### config.mk
export PLATFORM = sky130hd
export DESIGN_NAME = sm_event_irq
export DESIGN_NICKNAME = d
export VERILOG_FILES = /design/src/rtl/smirq_pkg.sv /design/src/rtl/smirq_rst_sync.sv /design/src/rtl/smirq_decode.sv /design/src/rtl/smirq_flags.sv /design/src/rtl/smirq_mask.sv /design/src/rtl/sm_event_irq.sv
export SDC_FILE = /design/constraint.sdc
export NUM_CORES = 1
export LEC_CHECK = 0
export CORE_MARGIN = 4
export CORE_UTILIZATION = 62
export CTS_CLUSTER_SIZE = 30
export DETAILED_ROUTE_END_ITERATION = 10
export DONT_BUFFER_PORTS = 1
export MAX_ROUTING_LAYER = met4
export PLACE_DENSITY = 0.75
export SYNTH_ARGS = -nofsm -noshare
export SYNTH_HDL_FRONTEND = slang
export SYNTH_SLANG_ARGS = --single-unit
### constraint.sdc
create_clock -name clk -period 2.96 [get_ports clk]
set_input_delay 0.888 -clock clk [delete_from_list [all_inputs] [get_ports clk]]
set_output_delay 0.888 -clock clk [all_outputs]
set_load 0.02 [all_outputs]
### src/rtl/smirq_pkg.sv
package smirq_pkg;

  localparam int unsigned WORD_W  = 32;
  localparam int unsigned NUM_EVT = 7;

  // status word bit positions (decoded by software, so fixed)
  localparam int unsigned BIT_RXRDY   = 0;
  localparam int unsigned BIT_TXHOLD  = 1;
  localparam int unsigned BIT_TXIDLE  = 2;
  localparam int unsigned BIT_OVERRUN = 3;
  localparam int unsigned BIT_CSRISE  = 8;
  localparam int unsigned BIT_CSFALL  = 9;
  localparam int unsigned BIT_INSTEND = 10;
  localparam int unsigned BIT_CTRLON  = 24;

  // register byte offsets
  localparam int unsigned OFS_STAT = 'h10;
  localparam int unsigned OFS_SET  = 'h14;
  localparam int unsigned OFS_CLR  = 'h18;
  localparam int unsigned OFS_MASK = 'h1C;

  typedef struct packed {
    logic stat_rd;
    logic msk_set;
    logic msk_clr;
    logic msk_rd;
  } reg_access_t;

  // event input index -> status bit position
  function automatic int unsigned evt_bit(int unsigned idx);
    case (idx)
      0:       return BIT_RXRDY;
      1:       return BIT_TXHOLD;
      2:       return BIT_TXIDLE;
      3:       return BIT_OVERRUN;
      4:       return BIT_CSRISE;
      5:       return BIT_CSFALL;
      default: return BIT_INSTEND;
    endcase
  endfunction

  // every bit position that exists in the status/mask layout
  function automatic logic [WORD_W-1:0] impl_bits();
    logic [WORD_W-1:0] r;
    r = '0;
    for (int unsigned i = 0; i < NUM_EVT; i++) r[evt_bit(i)] = 1'b1;
    r[BIT_CTRLON] = 1'b1;
    return r;
  endfunction

endpackage

### src/rtl/smirq_rst_sync.sv
module smirq_rst_sync #(
  parameter int unsigned STAGES = 2
) (
  input  logic clk,
  input  logic rst_ni,
  output logic rst_no
);

  logic [STAGES-1:0] chain_q;
  logic [STAGES-1:0] chain_d;

  assign chain_d = {chain_q[STAGES-2:0], 1'b1};

  always_ff @(posedge clk or negedge rst_ni) begin
    if (!rst_ni) chain_q <= '0;
    else         chain_q <= chain_d;
  end

  assign rst_no = chain_q[STAGES-1];

endmodule

### src/rtl/smirq_decode.sv
module smirq_decode
  import smirq_pkg::*;
#(
  parameter int unsigned ADDR_W = 8
) (
  input  logic              wr_i,
  input  logic              rd_i,
  input  logic [ADDR_W-1:0] addr_i,
  output reg_access_t       acc_o
);

  localparam logic [ADDR_W-1:0] A_STAT = ADDR_W'(OFS_STAT);
  localparam logic [ADDR_W-1:0] A_SET  = ADDR_W'(OFS_SET);
  localparam logic [ADDR_W-1:0] A_CLR  = ADDR_W'(OFS_CLR);
  localparam logic [ADDR_W-1:0] A_MASK = ADDR_W'(OFS_MASK);

  always_comb begin
    acc_o         = '0;
    acc_o.stat_rd = rd_i && (addr_i == A_STAT);
    acc_o.msk_rd  = rd_i && (addr_i == A_MASK);
    acc_o.msk_set = wr_i && (addr_i == A_SET);
    acc_o.msk_clr = wr_i && (addr_i == A_CLR);
  end

endmodule

### src/rtl/smirq_flags.sv
module smirq_flags
  import smirq_pkg::*;
(
  input  logic               clk,
  input  logic               rst_n,
  input  logic [NUM_EVT-1:0] evt_i,
  input  logic               clr_i,
  output logic [WORD_W-1:0]  sticky_o
);

  logic [NUM_EVT-1:0] flag_vec;

  for (genvar i = 0; i < NUM_EVT; i++) begin : g_flag
    logic bit_q;
    logic bit_d;
    logic bit_en;

    // a new event wins over the read clear, so nothing is lost
    assign bit_en = evt_i[i] | clr_i;
    assign bit_d  = evt_i[i];

    always_ff @(posedge clk or negedge rst_n) begin
      if (!rst_n)      bit_q <= 1'b0;
      else if (bit_en) bit_q <= bit_d;
    end

    assign flag_vec[i] = bit_q;
  end

  always_comb begin
    sticky_o = '0;
    for (int unsigned i = 0; i < NUM_EVT; i++) sticky_o[evt_bit(i)] = flag_vec[i];
  end

endmodule

### src/rtl/smirq_mask.sv
module smirq_mask
  import smirq_pkg::*;
(
  input  logic              clk,
  input  logic              rst_n,
  input  logic              set_i,
  input  logic              clr_i,
  input  logic [WORD_W-1:0] wdata_i,
  output logic [WORD_W-1:0] mask_o
);

  localparam logic [WORD_W-1:0] KEEP = impl_bits();

  for (genvar b = 0; b < WORD_W; b++) begin : g_bit
    if (KEEP[b]) begin : g_keep
      logic q;
      logic d;
      logic en;

      assign en = (set_i | clr_i) & wdata_i[b];
      assign d  = set_i;

      always_ff @(posedge clk or negedge rst_n) begin
        if (!rst_n)  q <= 1'b0;
        else if (en) q <= d;
      end

      assign mask_o[b] = q;
    end else begin : g_none
      assign mask_o[b] = 1'b0;
    end
  end

  logic unused_wdata;
  assign unused_wdata = ^(wdata_i & ~KEEP);

endmodule

### src/rtl/sm_event_irq.sv
module sm_event_irq
  import smirq_pkg::*;
#(
  parameter int unsigned ADDR_W     = 8,
  parameter int unsigned RST_STAGES = 2
) (
  input  logic               clk,
  input  logic               rst_n,
  input  logic [NUM_EVT-1:0] evt_i,
  input  logic               ctrl_en_i,
  input  logic               reg_wr_i,
  input  logic               reg_rd_i,
  input  logic [ADDR_W-1:0]  reg_addr_i,
  input  logic [WORD_W-1:0]  reg_wdata_i,
  output logic [WORD_W-1:0]  reg_rdata_o,
  output logic               irq_o,
  output logic               cmd_done_o
);

  logic              rst_sync_n;
  reg_access_t       acc;
  logic [WORD_W-1:0] sticky_w;
  logic [WORD_W-1:0] mask_w;
  logic [WORD_W-1:0] live_w;
  logic [WORD_W-1:0] status_w;

  smirq_rst_sync #(.STAGES(RST_STAGES)) i_rst_sync (
    .clk    (clk),
    .rst_ni (rst_n),
    .rst_no (rst_sync_n)
  );

  smirq_decode #(.ADDR_W(ADDR_W)) i_decode (
    .wr_i   (reg_wr_i),
    .rd_i   (reg_rd_i),
    .addr_i (reg_addr_i),
    .acc_o  (acc)
  );

  smirq_flags i_flags (
    .clk      (clk),
    .rst_n    (rst_sync_n),
    .evt_i    (evt_i),
    .clr_i    (acc.stat_rd),
    .sticky_o (sticky_w)
  );

  smirq_mask i_mask (
    .clk     (clk),
    .rst_n   (rst_sync_n),
    .set_i   (acc.msk_set),
    .clr_i   (acc.msk_clr),
    .wdata_i (reg_wdata_i),
    .mask_o  (mask_w)
  );

  always_comb begin
    live_w             = '0;
    live_w[BIT_CTRLON] = ctrl_en_i;
  end

  assign status_w = sticky_w | live_w;

  always_comb begin
    reg_rdata_o = '0;
    if (acc.stat_rd)     reg_rdata_o = status_w;
    else if (acc.msk_rd) reg_rdata_o = mask_w;
  end

  assign irq_o      = |(status_w & mask_w);
  assign cmd_done_o = sticky_w[BIT_CSRISE] & sticky_w[BIT_INSTEND];

endmodule

==> flow_results.org, run 1 <==
** Cells and area
- Area Growth Syn to Fin :: 1.345%
- Seq. cell area :: 425.4 sq um
- Final-layout fill cell count :: 157
- Summing all non-filler instances in the final layout gives an area of 1225 sq um.
- Summing all multi-input logic gate instances after layout gives 650.6 sq um.
- Share of layout cells above drive strength 1 :: 0.1852
- Measured on the finished design, the core utilization comes to 0.6870.
- After the last flow step, the layout net total stands at 188.
- The number of antenna diodes in the final layout is 0.

** Synthesis
- Leading register cell type out of synthesis :: dfrtp_1
- Most common library cells after synthesis :: buf_4, dfrtp_1, a22oi_1
- Of the post-synthesis cell area, the dominant cell type holds 0.3520.
- Post-synthesis cell count :: 129
- Top cell type by total area after synthesis :: dfrtp_1
- Async SR Flop Fraction :: 1.000
- Most repeated cell in the gate-level netlist after synthesis :: buf_4
- The Yosys step of the flow raised 0 warnings.
- Summing every instance area after synthesis gives 1209 sq um.
- Number of flip-flops and latches in the synthesized netlist :: 17
- Number of unique standard cell types used by synthesis :: 23
- Cells taking the most area after synthesis :: dfrtp_1, buf_4, o41ai_2
- Yosys mapped a number of flops with a built-in enable equal to 0.
- After synthesis, the mean cell area works out to 9.369 sq um.
- For this run, the register share of the synthesized area comes to 0.3520.

** Floorplanning
- Die Span Y :: 52.15 um
- The floorplan has 15 rows.
- Die ar. :: 2720 sq um
- Core area :: 1783 sq um
- Measured along the x axis, the die boundary spans 52.15 um.
- For this design the top-level I/O count stands at 86.
- The initial utilization of the core area, before any placement, comes to 0.6779.

** Timing
- Final Hold Vio Count :: 0
- Worst Setup Slack, final :: 0.2466 ns
- Unrepaired setup endpoints after global routing :: no
- Setup violations remaining at the end of the flow were counted as 0.
- Between clock sinks in the finished design, the worst skew comes to 0.006209 ns.
- Worst-margin pin slew :: 0.5898 ns
- Post-Route Setup TNS :: 0 ns
- Normalized max-slew margin :: 0.6068
- The final number of max-transition violations came to 0.
- Maximum achievable frequency :: 368.5 MHz
- In the finished design, the share of the clock period the worst path needs comes to 0.9167.
- Subtracting the final worst setup slack from the clock period gives 2.713 ns.

** Placement
- Post-Place Worst Slack :: 0.1202 ns
- The count of buffers added on input and output ports is 0.
- DP Wirelength :: 2.048 mm
- Routability congestion estimate :: 0.7944
- Cell Area, Placed :: 1192 sq um

** Worst hold path
- Worst hold path type :: flip-flop to asynchronous set/reset pin

** Clock network
- In this run, post-CTS hold repair placed 0 buffers.
- Clock-pin slew reported for the worst setup and hold paths after clock tree synthesis :: 0.10 ns
- Clk sinks :: 17
- Buffers added to address setup during post-CTS repair amount to 0.
- H-tree levels :: 1
- TritonCTS built the clock tree.
- Clock tree synthesis selected as its root buffer the cell clkbuf_4.
- At the later pin of the worst-skew pair, clock insertion delay measures 0.29 ns.
- TritonCTS Buffers :: 3
- Max clock buf depth :: 2

** Pwr
- Total power draw :: 417.0 uW
- Logic pwr share :: 0.140
- Share of power burned in registers :: 0.571
- Power spread over the standard cell area amounts to 340.4 nW/um^2.
- Of the total power, the share spent switching nets is 0.2868.
- Net switching power :: 119.6 uW
- Clk pwr share :: 0.288
- Cell-internal power :: 297.4 uW
- Maximum ir drop on the vdd rail :: 350.1 uV
- Leakage power figure :: 0.4877 nW

** Detailed routing
- Length of the first detailed-routing pass in iterations :: 4
- DRC violation count after routing :: 0
- Vias/cell :: 5.938
- Total number of vias :: 950
- Starting DRT DRC Count :: 25
- Dividing the detail-routed wire length by the instance count gives 16.29 um.
- For this block, the routed nets add up to 2.607 mm of wire.
- Once detail routing completed, the nets flagged for antenna violations numbered 0.

** Outcome
- Run status :: complete, no violations

** Critical path
- CP Data Required Time :: 2.07 ns
- On the critical path, the stage with the largest delay is an instance of nor4b_1.
- Among cell families on the critical path, the largest total delay comes from simple AND/OR/NAND/NOR gates.
- Number of gates on the worst path with buffers counted :: 5
- STA classifies the critical path endpoint as an output pin.
- Walking the worst path, the cells encountered are nor4b_1, buf_4, nand3_2, nor2_1, buf_4.
- In this design, the stage delay of the slowest critical-path cell is 0.29 ns.
- Critical path buffers and inverters :: 2
- Counting cells, the worst reg-to-reg path comes to 2.
- Startpoint-to-endpoint class of the critical path :: input port to output pin
- Critical Path Fanout Max :: 8
- Critical path data arrival time :: 1.83 ns
- Worst setup SP type :: input port
- The cell that appears most often on the critical path is buf_4.

** Run
- Across the run, the number of max-cap violations was 0.

** GRT
- The via count of the first global-routing pass came to 868.
- In the global route stage, overall resource usage came out at 0.2021.
- Global-route wire length before repair :: 3.967 mm
- Entering global routing, the biggest net connects 18 pins.
- After global routing the overflow that remains totals 0.
- Antenna violations before repair :: 0
[through the flow]
step,std cells,hold WS (ns)
final,160,0.2385
after CTS,160,0.2530
after global placement,156,0.2446
after floorplan,152,0.1867
after detailed placement,156,0.2543
after global routing,160,0.2540
[cells in the final DEF (no fill, tap or decap), types with 2 or more instances in the layout]
cell type,synthesis,routed
a21o_1,7,7
a21oi_1,6,6
a22oi_1,12,12
a311oi_1,2,2
a41oi_1,8,8
and2_1,10,10
buf_4,24,12
clkbuf_4,0,3
conb_1,2,25
dfrtp_1,17,17
nand2_1,6,6
nand4_1,2,2
nor2_1,10,10
nor2b_1,3,3
o41ai_2,6,6
[cells by family after synthesis]
| group | Yosys count | synth area share |
|---|---|---|
| flops | 17 | 0.3520 |
| compound gates | 41 | 0.2961 |
| simple gates | 36 | 0.1605 |
| other cells | 2 | 0.006213 |
| buf+inv | 33 | 0.1853 |
[cell type report]
class                   count  area share
clock buffers               3     0.01839
clock inverters             1    0.004086
multi-input cells         102      0.5312
flip-flops and latches     17      0.3473
well taps                  25     0.02554
repair buffers             12     0.07354
[registers in the layout (all words and copies together), names as in the netlist]
name / flops
i_rst_sync.chain_q: 2
i_flags.g_flag.bit_q: 7
i_mask.g_bit.g_keep.q: 8
[path summary, 6_finish.rpt]
check | startpoint | to | slack, ns
min | i_rst_sync.chain_q[1] | i_flags.g_flag[3].bit_q | 0.24
max reg2reg | i_mask.g_bit[10].g_keep.q | i_mask.g_bit[10].g_keep.q | 2.10
min reg2reg | i_rst_sync.chain_q[1] | i_flags.g_flag[3].bit_q | 0.24
max in group asynchronous | i_rst_sync.chain_q[1] | i_mask.g_bit[9].g_keep.q | 2.33
min in group clk | i_rst_sync.chain_q[0] | i_rst_sync.chain_q[1] | 0.36
max | reg_addr_i[5] | reg_rdata_o[2] | 0.25
[power groups by stage]
stage | sequential (mW) | combinational (mW) | clock [mW]
finish | 0.238 | 0.0584 | 0.120
CTS | 0.238 | 0.0568 | 0.123
floorplan | 0.242 | 0.0818 | 0
global route | 0.239 | 0.0629 | 0.136
global placement | 0.243 | 0.0554 | 0
detailed placement | 0.243 | 0.0567 | 0
[what timing repair did]
| action | CTS | global route |
|---|---|---|
| endpoints found under the setup margin | 0 | 6 |
| gates resized for setup | 0 | 1 |
| endpoints found under the hold margin | 0 | 0 |
[metal layers]
layer	part of all wire	GRT usage
met1	0.38	0.2564
met2	0.49	0.3285
met3	0.12	0.05444
met4	0.0088	0.03830
met5	0	-
Power figures use the tool's default switching activity.
==> run 2: changes to the inputs <==
Settings changed: CORE_ASPECT_RATIO set to 1.75, CORE_UTILIZATION 62 to 63, PLACE_DENSITY 0.75 to 0.76, SYNTH_HIERARCHICAL set to 1.
==> run 2 against run 1 <==
The flow now finishes with violations (setup timing). Register-to-register slack better by 0.13 ns. Total power up 12%. Combinational power down 13%. Highest routed layer unchanged. Global-route usage up 0.55 points. First-iteration DRC count down 44%. Sequential share of layout area down 8.9 points. Critical endpoint is now reg_rdata_o[1]. Core utilization down 3.5 points.
==> flow_results.org, run 2 <==
** Detailed routing
- The count of nets left with antenna violations once routing finished came out at 0.
- After detailed routing, the average wire length per cell comes to 15.19 um.
- Length of the first detailed-routing pass in iterations :: 4
- In the routed layout, each cell is associated on average with a via count of 5.585.
- Total number of vias :: 1184
- Starting DRT DRC Count :: 14
- Detailed Route WL :: 3.221 mm
- For this run, design rule violations remaining after detail routing come to 0.

** Floorplanning
- Effective utilization at floorplan :: 0.6627
- IO Pins :: 86
- The floorplan has 24 rows.
- Core area :: 2522 sq um
- From left edge to right edge, the die measures 46.94 um.
- Die ar. :: 3574 sq um
- Die Span Y :: 76.14 um

** Clock network
- The tree is rooted in a clkbuf_8.
- In this run the number of H-tree levels came out at 1.
- Clock tree from TritonCTS :: built
- The later pin in the worst-skew pair is clocked with a latency of 0.24 ns.
- Clk sinks :: 17
- Count of hold-fix buffers inserted at cts :: 0
- Max clock buf depth :: 2
- Clock-pin slew reported for the worst setup and hold paths after clock tree synthesis :: 0.06 ns
- Counting the buffers created by CTS gives 3.

** Critical path
- CP Data Required Time :: 2.07 ns
- STA classifies the critical path startpoint as an input port.
- Endpoint class of the critical path :: output pin
- Startpoint-to-endpoint class of the critical path :: input port to output pin
- STA puts the critical path data arrival time at 2.40 ns.
- Critical Path Fanout Max :: 7
- Number of cell instances on the worst register-to-register path :: 1

** Worst hold path
- The worst hold path belongs to the class flip-flop to asynchronous set/reset pin.

** Timing
- Worst-margin pin slew :: 0.6796 ns
- In the post-route analysis, the smallest setup slack over all paths is -0.3326 ns.
- Setup repair after global routing could not meet its margin everywhere.
- Normalized max-slew margin :: 0.5421
- Across all hold checks on the routed design, the worst slack comes to 0.2328 ns.
- Period minus WS final :: 3.293 ns
- The final number of hold-violating endpoints is 0.
- Post-Route Setup TNS :: -2.425 ns
- Final slew viol count :: 0
- Setup violations remaining at the end of the flow were counted as 8.
- Maximum achievable frequency :: 303.7 MHz
- Layout Skew :: 0.001183 ns
- In the finished design, the share of the clock period the worst path needs comes to 1.112.

** Synthesis
- Number of flip-flops and latches in the synthesized netlist :: 17
- Sequential area share after synthesis :: 0.2545
- Number of unique standard cell types used by synthesis :: 23
- By area the synthesized netlist is led by buf_4, dfrtp_1, a22o_1.
- Counting every instance in the synthesized netlist gives 188.
- In the synthesized netlist the async set-or-reset flop fraction comes to 1.000.
- Number of warnings issued by yosys :: 6
- Top cell type by total area after synthesis :: buf_4
- After synthesis, the mean cell area works out to 8.892 sq um.
- The mapped netlist covers 1672 sq um.
- Leading register cell type out of synthesis :: dfrtp_1
- Number of enable-type register cells in the synthesized netlist :: 0
- Most repeated cell in the gate-level netlist after synthesis :: buf_4
- By count the netlist is led by buf_4, a22o_1, dfrtp_1.
- Area fraction of the dominant cell type after synthesis :: 0.3054

** Placement
- The count of buffers added on input and output ports is 0.
- Cell Area, Placed :: 1458 sq um
- DP Wirelength :: 2.657 mm
- Post-Place Worst Slack :: -0.5846 ns
- Routability-driven placement finished with a final weighted congestion of 0.7137.

** GRT
- The first global-routing pass estimated 5.547 mm of wire.
- The via count of the first global-routing pass came to 1238.
- Antenna violations before repair :: 0
- Global route overflow :: 0
- Across every metal layer, demand over resource in global routing totals 0.2076.
- Entering global routing, the biggest net connects 16 pins.

** Cells and area
- From synthesis to final layout, the design area changed by -1.572%.
- Number of flip-flops in the largest register :: 8
- Ranked by flip-flop count, first place goes to i_mask/g_bit.g_keep.q.
- Share of layout cells above drive strength 1 :: 0.2151
- Non-Filler Cell Area, Final :: 1645 sq um
- The number of antenna diodes in the final layout is 0.
- The top cell types in the final layout, fill and taps aside, are conb_1, a22o_1, dfrtp_1, nand2_1, buf_4.
- In the final layout, the registers with the most flip-flops are i_mask/g_bit.g_keep.q (8), i_flags/g_flag.bit_q (7), i_rst_sync/chain_q (2).
- Final Util :: 0.6523
- After the last flow step, the layout net total stands at 239.
- Most frequent standard cell in the layout excluding fill and tap cells :: conb_1

** Outcome
- Violated checks :: setup timing
- The flow ran to the end, but the final reports show violations.

** Pwr
- Maximum ir drop on the vdd rail :: 282.2 uV
- For this design the static power due to leakage is 0.7290 nW.
- Power density of the placed cells :: 282.7 nW/um^2

** Run
- Count of max-cap constraint violations :: 0
==> run 2: power by group <==
| group | switching [mW] | total (mW) | internal, mW |
|---|---|---|---|
| clock | 0.0699 | 0.165 | 0.0952 |
| sequential | 0.0100 | 0.249 | 0.239 |
| combinational | 0.0305 | 0.0507 | 0.0202 |
==> run 2: final cells by class <==
type,instances,area [sq um]
fillers,221,877.1
clock buffers,4,45.04
flip-flops and latches,17,425.4
inverters,2,7.507
well taps,26,32.53
repair buffers,20,173.9
multi-input cells,143,960.9
==> run 2: critical path: stages <==
cell	delay (ns)
or4b_4	0.53
buf_6	0.14
nor4_4	0.23
buf_4	0.18
nor2b_4	0.05
buf_12	0.13
a22o_4	0.25
==> run 2: final timing paths <==
kind                                               start                        end  slack, ns
worst max-delay path                       reg_addr_i[1]             reg_rdata_o[1]      -0.33
worst min-delay path               i_rst_sync/chain_q[1]   i_mask/g_bit[9].g_keep.q       0.23
worst max register to register  i_mask/g_bit[0].g_keep.q   i_mask/g_bit[0].g_keep.q       2.23
worst min register to register     i_rst_sync/chain_q[1]   i_mask/g_bit[9].g_keep.q       0.23
max in group asynchronous          i_rst_sync/chain_q[1]  i_mask/g_bit[10].g_keep.q       2.36
min in group clk                   i_rst_sync/chain_q[0]      i_rst_sync/chain_q[1]       0.35
==> run 2: stage by stage <==
step | total power, mW | instances
global placement | 0.2967 | 201
finish | 0.4651 | 212
global route | 0.4912 | 212
detailed placement | 0.2977 | 201
CTS | 0.4636 | 211
floorplan | 0.3447 | 235
==> run 2: cells by family after synthesis <==
| kind of cell | count (synthesis) | synth area share |
|---|---|---|
| AO/OA/AOI/OAI | 63 | 0.3129 |
| buffers and inverters | 75 | 0.3248 |
| flip-flops | 17 | 0.2545 |
| other | 3 | 0.006736 |
| AND/OR/NAND/NOR | 30 | 0.1010 |
==> run 2: per-layer routing <==
layer,part of all wire,track usage,vias up
li1,-,-,574
met1,0.34,0.2182,558
met2,0.57,0.3610,42
met3,0.066,0.03073,10
met4,0.026,0.08310,0
met5,0,-,-
==> run 2: repair_timing <==
action	CTS	global route
endpoints found under the setup margin	8	8
setup buffers	7	1
resized for setup	17	0
pin swaps	4	5
==> run 3: changes to the inputs <==
Settings changed: CORE_MARGIN 4 to 1.5.
==> run 3 against run 2 <==
The flow still finishes with violations (setup timing). Register-to-register slack lost 0.05 ns. Total power shrank 0.18%. Critical path depth shrank 1. Routed wire length grew 9.9%. Sequential share of layout area shrank 0.73 points. Via count grew 5.1%. Combinational power grew 4.9%. Fmax is essentially flat. Die area shrank 17%. Critical endpoint is now reg_rdata_o[10]. Clock power is essentially flat.
==> flow_results.org, run 3 (synthesis gave the netlist of run 2 again) <==
** Timing
- Final Hold Vio Count :: 0
- Setup violations remaining at the end of the flow were counted as 8.
- Normalized max-slew margin :: 0.5532
- Maximum achievable frequency :: 303.7 MHz
- In the finished design, the share of the clock period the worst path needs comes to 1.113.
- Worst-margin pin slew :: 0.6631 ns
- Setup repair after global routing could not meet its margin everywhere.
- The clock arrives with 0.002377 ns of skew.
- Worst Setup Slack, final :: -0.3332 ns
- Period minus WS final :: 3.293 ns
- Final slew viol count :: 0
- In the final timing run, aggregate negative setup slack is -2.560 ns.

** Critical path
- Setup slack, reg-to-reg :: 2.18 ns
- Capturing instance or port of the critical path :: reg_rdata_o[10]
- Grouping stages by cell kind, the critical path spends the most delay in simple AND/OR/NAND/NOR gates.
- Counting both buffers and inverters, the worst setup path holds a total of 2.
- Startpoint-to-endpoint class of the critical path :: input port to output pin
- Worst setup SP type :: input port
- Along the worst path, the maximum fanout reaches 6.
- STA classifies the critical path endpoint as an output pin.
- Data arrives at the worst endpoint at 2.41 ns.
- For this run, the slowest stage of the critical path takes 0.53 ns.
- The most critical setup path has its startpoint at reg_addr_i[5].
- Walking the worst path, the cells encountered are or4b_4, buf_6, nor4_4, buf_4, nor2b_4, a22o_4.
- Number of cell instances on the worst register-to-register path :: 1
- The worst register-to-register path ends at i_mask/g_bit[8].g_keep.q.
- In this run the critical register-to-register path is launched from i_mask/g_bit[8].g_keep.q.
- CP Data Required Time :: 2.07 ns
- In this run the number of cells on the critical path is 6.
- Standard cell with the maximum stage delay on the critical path :: or4b_4

** Pwr
- Clk pwr share :: 0.348
- Power spread over the standard cell area amounts to 274.2 nW/um^2.
- Leakage power figure :: 0.7477 nW
- Logic pwr share :: 0.115
- Of the total power, registers draw 0.537.
- Proportion of total power due to net switching :: 0.2348
- Cell internal power was estimated by the tool at 355.2 uW.
- For this design the total switching power over the nets is 109.0 uW.
- Maximum ir drop on the vdd rail :: 328.9 uV

** Placement
- Timing analysis after detailed placement gives a worst setup slack of -0.5778 ns.
- The congestion estimate from routability-driven global placement came to 0.7645.
- DP Wirelength :: 2.613 mm
- Port buffering added 0 buffers.

** Detailed routing
- Antenna Nets Post-Route :: 0
- After detailed routing, the number of remaining DRC violations is 0.
- Routed wire length per instance :: 16.38 um
- Summed over all layers, the routed wires come to 3.539 mm.
- Length of the first detailed-routing pass in iterations :: 4
- The first routing iteration left 24 violations.
- Total number of vias :: 1244
- Vias/cell :: 5.759

** Cells and area
- The area growth from synthesis to layout is 1.272%.
- Share of layout cells above drive strength 1 :: 0.2474
- Leaving out fill and tap cells, the most frequent cell in the layout is conb_1.
- Final-layout fill cell count :: 213
- Top library cells by usage in the layout, fill and taps aside :: conb_1, a22o_1, buf_4, dfrtp_1, nand2_1
- Count of inserted antenna diode cells :: 0
- The register with the most flip-flops in the layout has 8 of them.
- # nets final :: 243
- In the final layout, the multi-input gates occupy 998.5 sq um.
- Register ranked first by flip-flop count :: i_mask/g_bit.g_keep.q
- Seq. cell area :: 425.4 sq um
- Registers with the highest flip-flop counts :: i_mask/g_bit.g_keep.q (8), i_flags/g_flag.bit_q (7), i_rst_sync/chain_q (2)

** Clock network
- TritonCTS built the clock tree.
- The clock reaches the later pin of the worst-skew pair after 0.24 ns.
- The clock passes through at most 2 buffers.
- TritonCTS created 3 clock buffers.
- The tree built by TritonCTS fans out to 17 sinks.
- H-tree levels :: 1
- Clock root buffer master :: clkbuf_8
- Count of hold-fix buffers inserted at cts :: 0
- Clock-pin slew was measured on the worst setup and hold paths at 0.06 ns.

** Floorplanning
- For this design the top-level I/O count stands at 86.
- Effective utilization at floorplan :: 0.6707
- In this run the horizontal extent of the chip is 41.94 um.
- Die Span Y :: 71.14 um
- Number of standard-cell rows in the floorplan :: 24
- Core area :: 2492 sq um
- Die ar. :: 2984 sq um

** GRT
- The first global-routing pass estimated 5.802 mm of wire.
- The via count of the first global-routing pass is 1308.
- Antenna violations before repair :: 0
- Maximum number of pins on one net before global-route repair :: 16
- Global router's overall resource usage :: 0.2579
- Global route overflow :: 0

** Worst hold path
- The min-delay analysis places its worst path in the category flip-flop to asynchronous set/reset pin.

** Run
- The tool flagged a number of max-cap violations equal to 0.

** Outcome
- Violated checks :: setup timing
- The flow ran to the end, but the final reports show violations.
[run 3: cell count changes in the layout (fill, tap and decap cells not counted), sizes merged]
cell	delta
nor2b	+1
buf	+3
[run 3: layout make-up]
type                       count  share of cell area
tap                           26             0.01922
inverter                       2            0.004435
timing repair buffer          23              0.1086
clock buffer                   4             0.02661
sequential                    17              0.2513
multi-input combinational    144              0.5898
[run 3: repair_timing]
item,4_1_cts,5_1_grt
resized for setup,15,9
setup buffers,8,1
pin swaps,3,5
endpoints found under the setup margin,8,8
cloned,1,0
[run 3: worst min path at each step]
stage	start	endpoint	slack, ns	cells after the start
2_1_floorplan	i_rst_sync/chain_q[1]	i_flags/g_flag[0].bit_q	0.19	0
3_3_place_gp	i_rst_sync/chain_q[1]	i_flags/g_flag[1].bit_q	0.24	0
3_5_place_dp	i_rst_sync/chain_q[1]	i_mask/g_bit[9].g_keep.q	0.25	0
4_1_cts	i_rst_sync/chain_q[1]	i_mask/g_bit[9].g_keep.q	0.25	0
5_1_grt	i_rst_sync/chain_q[1]	i_mask/g_bit[10].g_keep.q	0.30	0
6_report	i_rst_sync/chain_q[1]	i_mask/g_bit[9].g_keep.q	0.23	0
[run 3: routing by layer]
layer	global-route usage	up-vias	routed length, um
met2	0.5052	47	2128
met3	0.01531	8	144
li1	-	592	-
met4	0.1039	0	86
met5	-	-	0
met1	0.2508	597	1180
[run 3: power by group through the flow]
stage               Clock [mW]  Sequential, mW  Combinational, mW
floorplan                    0           0.249             0.0961
global placement             0           0.252             0.0446
detailed placement           0           0.252             0.0453
CTS                      0.167           0.249             0.0471
global route             0.174           0.251             0.0613
finish                   0.162           0.249             0.0532
[run 3: stage by stage]
step | cells | total power, mW | hold slack (ns) | instance area, sq um | utilization
2_1_floorplan | 235 | 0.3447 | 0.1867 | 1866 | -
3_3_place_gp | 202 | 0.2966 | 0.2393 | 1465 | 0.5879
3_5_place_dp | 202 | 0.2977 | 0.2484 | 1465 | 0.5879
4_1_cts | 215 | 0.4633 | 0.2506 | 1642 | 0.6586
5_1_grt | 216 | 0.4860 | 0.2958 | 1693 | 0.6792
6_report | 216 | 0.4642 | 0.2299 | 1693 | 0.6792
